===== config.mk =====
export PLATFORM = sky130hd
export DESIGN_NAME = gpio_atr_bank
export DESIGN_NICKNAME = d
export VERILOG_FILES = /design/src/rtl/gpio_atr_pkg.sv /design/src/rtl/gpio_atr_regs.sv /design/src/rtl/gpio_atr_sel.sv /design/src/rtl/gpio_atr_sync.sv /design/src/rtl/gpio_atr_bank.sv
export SDC_FILE = /design/constraint.sdc
export NUM_CORES = 1
export LEC_CHECK = 0
export BUFFER_PORTS_ARGS = -buffer_cell sky130_fd_sc_hd__buf_2
export CORE_MARGIN = 1
export CORE_UTILIZATION = 58
export DETAILED_ROUTE_END_ITERATION = 10
export PLACE_DENSITY = 0.8
export SYNTH_ARGS = -nofsm -noshare
export SYNTH_HDL_FRONTEND = slang
export SYNTH_HIERARCHICAL = 1
export SYNTH_SLANG_ARGS = --single-unit

===== constraint.sdc =====
create_clock -name clk_i -period 1.85 [get_ports clk_i]
set_clock_uncertainty 0.05 [all_clocks]
set_input_delay 0.37 -clock clk_i [delete_from_list [all_inputs] [get_ports clk_i]]
set_output_delay 0.37 -clock clk_i [all_outputs]
set_load 0.01 [all_outputs]

===== src/rtl/gpio_atr_pkg.sv =====
package gpio_atr_pkg;
  localparam int unsigned ADDR_W  = 3;
  localparam int unsigned N_STATE = 4;
  localparam int unsigned N_REG   = (2 ** ADDR_W) - 1;  // last address is readback

  typedef enum logic [ADDR_W-1:0] {
    REG_MODE = 3'd0,
    REG_DIR  = 3'd1,
    REG_MAN  = 3'd2,
    REG_IDLE = 3'd3,
    REG_RXO  = 3'd4,
    REG_TXO  = 3'd5,
    REG_FDX  = 3'd6,
    REG_RDBK = 3'd7
  } reg_addr_e;

  localparam int unsigned ATR_BASE = int'(REG_IDLE);
endpackage


===== src/rtl/gpio_atr_regs.sv =====
module gpio_atr_regs
  import gpio_atr_pkg::*;
#(
  parameter int unsigned WIDTH = 6
) (
  input  logic                         clk_i,
  input  logic                         rst_ni,
  input  logic                         wr_en_i,
  input  logic [ADDR_W-1:0]            addr_i,
  input  logic [WIDTH-1:0]             wdata_i,
  input  logic [WIDTH-1:0]             wmask_i,
  output logic [N_REG-1:0][WIDTH-1:0]  rf_q_o,
  output logic [N_REG-1:0][WIDTH-1:0]  rf_d_o
);
  logic [N_REG-1:0][WIDTH-1:0] rf_q;

  for (genvar i = 0; i < N_REG; i++) begin : g_reg
    logic hit;
    assign hit = wr_en_i && (addr_i == ADDR_W'(i));
    assign rf_d_o[i] = hit ? ((rf_q[i] & ~wmask_i) | (wdata_i & wmask_i)) : rf_q[i];

    always_ff @(posedge clk_i or negedge rst_ni) begin
      if (!rst_ni) rf_q[i] <= '0;
      else         rf_q[i] <= rf_d_o[i];
    end

    // unmasked bits keep their value across a write
    a_r2_mask_keeps: assert property (@(posedge clk_i) disable iff (!rst_ni)
      hit |=> ((rf_q[i] ^ $past(rf_q[i])) & ~$past(wmask_i)) == '0);
  end

  assign rf_q_o = rf_q;

  a_r2_idle_stable: assert property (@(posedge clk_i) disable iff (!rst_ni)
    !wr_en_i |=> $stable(rf_q));
  a_r9_rdbk_write_ignored: assert property (@(posedge clk_i) disable iff (!rst_ni)
    (wr_en_i && addr_i == REG_RDBK) |=> $stable(rf_q));
endmodule


===== src/rtl/gpio_atr_sel.sv =====
module gpio_atr_sel
  import gpio_atr_pkg::*;
#(
  parameter int unsigned WIDTH = 6
) (
  input  logic                          clk_i,
  input  logic                          rst_ni,
  input  logic [1:0]                    state_i,
  input  logic [WIDTH-1:0]              mode_i,
  input  logic [WIDTH-1:0]              dir_i,
  input  logic [WIDTH-1:0]              man_i,
  input  logic [N_STATE-1:0][WIDTH-1:0] atr_i,
  output logic [WIDTH-1:0]              pad_out_o,
  output logic [WIDTH-1:0]              pad_oe_o
);
  logic [WIDTH-1:0] auto_val, out_nxt;

  assign auto_val = atr_i[state_i];

  for (genvar b = 0; b < WIDTH; b++) begin : g_bit
    assign out_nxt[b] = mode_i[b] ? auto_val[b] : man_i[b];
  end

  always_ff @(posedge clk_i or negedge rst_ni) begin
    if (!rst_ni) begin
      pad_out_o <= '0;
      pad_oe_o  <= '0;
    end else begin
      pad_out_o <= out_nxt;
      pad_oe_o  <= dir_i;
    end
  end
endmodule


===== src/rtl/gpio_atr_sync.sv =====
module gpio_atr_sync #(
  parameter int unsigned WIDTH  = 6,
  parameter int unsigned STAGES = 2
) (
  input  logic             clk_i,
  input  logic             rst_ni,
  input  logic [WIDTH-1:0] d_i,
  output logic [WIDTH-1:0] q_o
);
  logic [STAGES-1:0][WIDTH-1:0] sr_q;

  always_ff @(posedge clk_i or negedge rst_ni) begin
    if (!rst_ni) sr_q <= '0;
    else         sr_q <= {sr_q[STAGES-2:0], d_i};
  end

  assign q_o = sr_q[STAGES-1];
endmodule


===== src/rtl/gpio_atr_bank.sv =====
module gpio_atr_bank
  import gpio_atr_pkg::*;
#(
  parameter int unsigned WIDTH = 6
) (
  input  logic              clk_i,
  input  logic              rst_ni,
  input  logic              wr_en_i,
  input  logic [2:0]        addr_i,
  input  logic [WIDTH-1:0]  wdata_i,
  input  logic [WIDTH-1:0]  wmask_i,
  output logic [WIDTH-1:0]  rdata_o,
  input  logic              tx_active_i,
  input  logic              rx_active_i,
  input  logic [WIDTH-1:0]  pad_in_i,
  output logic [WIDTH-1:0]  pad_out_o,
  output logic [WIDTH-1:0]  pad_oe_o
);
  localparam int unsigned ATR_TOP = ATR_BASE + N_STATE - 1;

  logic [N_REG-1:0][WIDTH-1:0]      rf_q, rf_d;
  logic [N_STATE-1:0][WIDTH-1:0]    atr_q;
  logic [(2**ADDR_W)-1:0][WIDTH-1:0] rd_view;
  logic [WIDTH-1:0]                 pin_sync, rdbk;
  logic [1:0]                       state;

  assign state = {tx_active_i, rx_active_i};

  gpio_atr_regs #(.WIDTH(WIDTH)) u_regs (
    .clk_i   (clk_i),
    .rst_ni  (rst_ni),
    .wr_en_i (wr_en_i),
    .addr_i  (addr_i),
    .wdata_i (wdata_i),
    .wmask_i (wmask_i),
    .rf_q_o  (rf_q),
    .rf_d_o  (rf_d)
  );

  // next-state register values feed the output stage (same-edge writes win)
  gpio_atr_sel #(.WIDTH(WIDTH)) u_sel (
    .clk_i     (clk_i),
    .rst_ni    (rst_ni),
    .state_i   (state),
    .mode_i    (rf_d[REG_MODE]),
    .dir_i     (rf_d[REG_DIR]),
    .man_i     (rf_d[REG_MAN]),
    .atr_i     (rf_d[ATR_TOP:ATR_BASE]),
    .pad_out_o (pad_out_o),
    .pad_oe_o  (pad_oe_o)
  );

  gpio_atr_sync #(.WIDTH(WIDTH), .STAGES(2)) u_sync (
    .clk_i  (clk_i),
    .rst_ni (rst_ni),
    .d_i    (pad_in_i),
    .q_o    (pin_sync)
  );

  assign atr_q   = rf_q[ATR_TOP:ATR_BASE];
  assign rdbk    = (rf_q[REG_DIR] & pad_out_o) | (~rf_q[REG_DIR] & pin_sync);
  assign rd_view = {rdbk, rf_q};
  assign rdata_o = rd_view[addr_i];

  a_r4_oe_tracks_dir: assert property (@(posedge clk_i) disable iff (!rst_ni)
    pad_oe_o == rf_q[REG_DIR]);
  a_r3_manual_pins: assert property (@(posedge clk_i) disable iff (!rst_ni)
    ((~rf_q[REG_MODE]) & (pad_out_o ^ rf_q[REG_MAN])) == '0);

  for (genvar s = 0; s < N_STATE; s++) begin : g_chk
    a_r5_auto_state: assert property (@(posedge clk_i) disable iff (!rst_ni)
      (state == 2'(s)) |=> ((rf_q[REG_MODE] & (pad_out_o ^ atr_q[s])) == '0));
  end
endmodule


==> metrics <==
run status finished, violations left; failing checks setup timing; share of layout cells above drive strength 1 40.31%; routing usage on met2 39.64%; CP required between 1000 and 1500 ps; Synth Instances about 250; TritonCTS clock tree done; post-synthesis xor/xnor area fraction 0%; Setup Viol. Count Final 6; P per Cell Area about 1100 mW/mm^2; clk_lat worst skew 340 ps; Core ar. about 0.0053 sq mm; largest net degree at the start of global routing between 60 and 70; post-synthesis sequential area ratio about half; distinct cell type count after synthesis 23; DR WL/cell 16.52 microns; max_slew headroom ~73%; Worst EP arrival roughly 1600 ps; setup TNS -605.2 ps; RSZ-0062 raised after global routing true; Root Buffer clkbuf_8; DIE WIDTH just under 80 microns; Final WS setup -125.3 ps; post-synthesis register bit count 66; Vias 2160; worst min-delay path class input pin to flop; CP Max Fanout 2; Synth Warn # 6; initial antenna violation count 0; post-synthesis adder-cell area fraction 0%; routability congestion estimate 0.7858; wirelength, routed 6442 microns; DIE AREA 0.005941 sq mm; GRT Util Overall 24.61%; Max Fclk 0.5063 GHz; largest family of logic cells by synthesized area multiplexers; # rows 26; antenna fix cells 0; total power draw 4073 uW; grt total ovfl 0; Post-route DRC 0; gr busiest metal met2; Setup crit start kind flop; Worst-path clk slew 70 ps; Starting Density 62.04%; Final Cycle Share 106.8%; Setup WS pre-CTS -191.2 ps; first-pass GRT wire length 10940 microns; worst-case clock buffer depth 2; Mapped Nets 278; max-cap viol count 0; Pins Over Slew Limit 0; syn avg cell area 12.97 sq um; # fillers 388; Final Hold Viols 0; met1 usage 32.61%; HPWL Detailed 4504 microns; # IOs 44; Max H-tree Level 3; vias in the first global route about 2200; Syn Std Cell Area 0.003269 sq mm; IO Port Bufs 43; peak supply drop 0.6144 mV; Vias/cell ~5.5; M3 GR Usage 4.405%; CP Capture Type output pin; WS Path Type flop to output pin; Synth Area in Simple Gates 9.835%; crit path time final 1975 ps; fin nets roughly 340; Compound-Gate Fraction of Synth Area 7.348%; post-synthesis mux area share 27.55%; number of routed nets with antenna violations 0; Die Span Y 77.08 microns; Iter 0 DRT Violations a little over 80; Static Leak 0.001767 uW; area grow syn2layout 17.72%; Inserted Clock Buffers 9; drt first pass iters 4; worst slew pin tran 408.8 ps; # clock sinks 66
[per-stage QoR]
stage                     hold slack [ps]  utilization, %  instance area [sq um]  std cells
after detailed placement            284.7           68.54                   3612        366
after floorplan                     24.41               -                   3269        252
after global routing                63.19           73.03                   3849        390
after CTS                           63.88           72.67                   3830        388
after global placement              281.7           68.54                   3612        366
final                               75.88           73.03                   3849        390
[synth_stat cells (all sizes together)]
master | instances | area share, %
mux2 | 48 | 17
and4bb | 3 | 1.1
inv | 6 | 0.69
mux4 | 6 | 4.7
o21ai | 12 | 1.8
buf | 15 | 3.8
nand3 | 6 | 1.5
dfrtp | 66 | 51
nor4b | 1 | 0.73
nand2 | 48 | 5.5
mux2i | 18 | 5.5
a21oi | 6 | 0.92
o22a | 6 | 1.6
o311ai | 6 | 3.0
clkbuf | 2 | 0.23
and4b | 3 | 0.92
[power breakdown]
| part | switching, uW | internal (uW) |
|---|---|---|
| clock | 537 | 618 |
| sequential | 149 | 1740 |
| combinational | 476 | 549 |
[layer usage]
layer / share of wire (%) / vias to the layer above
met1: 46 / 1066
li1: - / 1031
met5: 0 / -
met3: 4.2 / 10
met4: 1.7 / 0
met2: 48 / 53
[cell type report]
class / instances / area (sq um) / area share (%)
clock buffers: 11 / 131.4 / 3.414
repair buffers: 69 / 456.7 / 11.87
inverters: 6 / 22.52 / 0.5852
well taps: 70 / 87.58 / 2.276
multi-input cells: 163 / 1444 / 37.52
flip-flops and latches: 66 / 1652 / 42.91
clock inverters: 5 / 55.05 / 1.430
[final timing paths]
path                                    from            endpoint  slack (ps)  depth (start not counted)
min in group asynchronous             rst_ni       u_sync/q_o[4]         520                          3
max reg2reg                u_regs/rf_q_o[30]  u_sel/pad_out_o[0]         510                          4
min reg2reg                   u_sync/sr_q[3]       u_sync/q_o[3]         300                          0
min                              pad_in_i[1]      u_sync/sr_q[1]          80                          1
max in group asynchronous             rst_ni   u_regs/rf_q_o[18]         930                          3
max                        u_regs/rf_q_o[13]          rdata_o[1]        -130                          3
[worst max-delay path, stage by stage, from the launching register on]
cell     delay (ps)
dfrtp_1         390
mux4_2          470
o22a_1          220
buf_2           140
[flip-flops by register name, indices dropped and copies added, names as in the netlist]
signal and cells:
u_sync/q_o 6, u_sel/pad_out_o 6, u_sync/sr_q 6, u_regs/rf_q_o 42, u_sel/pad_oe_o 6
[what timing repair did]
item	in CTS	in global routing
resized for setup	6	1
endpoints found under the hold margin	34	0
hold buffers	1	0
buffers inserted	5	2
endpoints found under the setup margin	6	6
[logic make-up after synthesis]
logic type	count (synthesis)
simple gates	61
buf+inv	23
flops	66
compound gates	30
mux	72
[placed cells by master (no fill, tap or decap), types with 2 or more instances in the layout]
| cell type | n |
|---|---|
| a21oi_1 | 6 |
| and4b_1 | 3 |
| and4bb_2 | 3 |
| buf_12 | 3 |
| buf_2 | 42 |
| buf_4 | 22 |
| clkbuf_1 | 2 |
| clkbuf_8 | 9 |
| clkinv_2 | 2 |
| clkinvlp_4 | 2 |
| dfrtp_1 | 66 |
| inv_1 | 6 |
| mux2_1 | 21 |
| mux2_2 | 20 |
| mux2_4 | 7 |
| mux2i_1 | 18 |
| mux4_2 | 6 |
| nand2_1 | 48 |
| nand3_1 | 2 |
| nand3_2 | 4 |
| o21ai_0 | 12 |
| o22a_1 | 6 |
| o311ai_2 | 6 |
(Power assumes the default switching activity.)
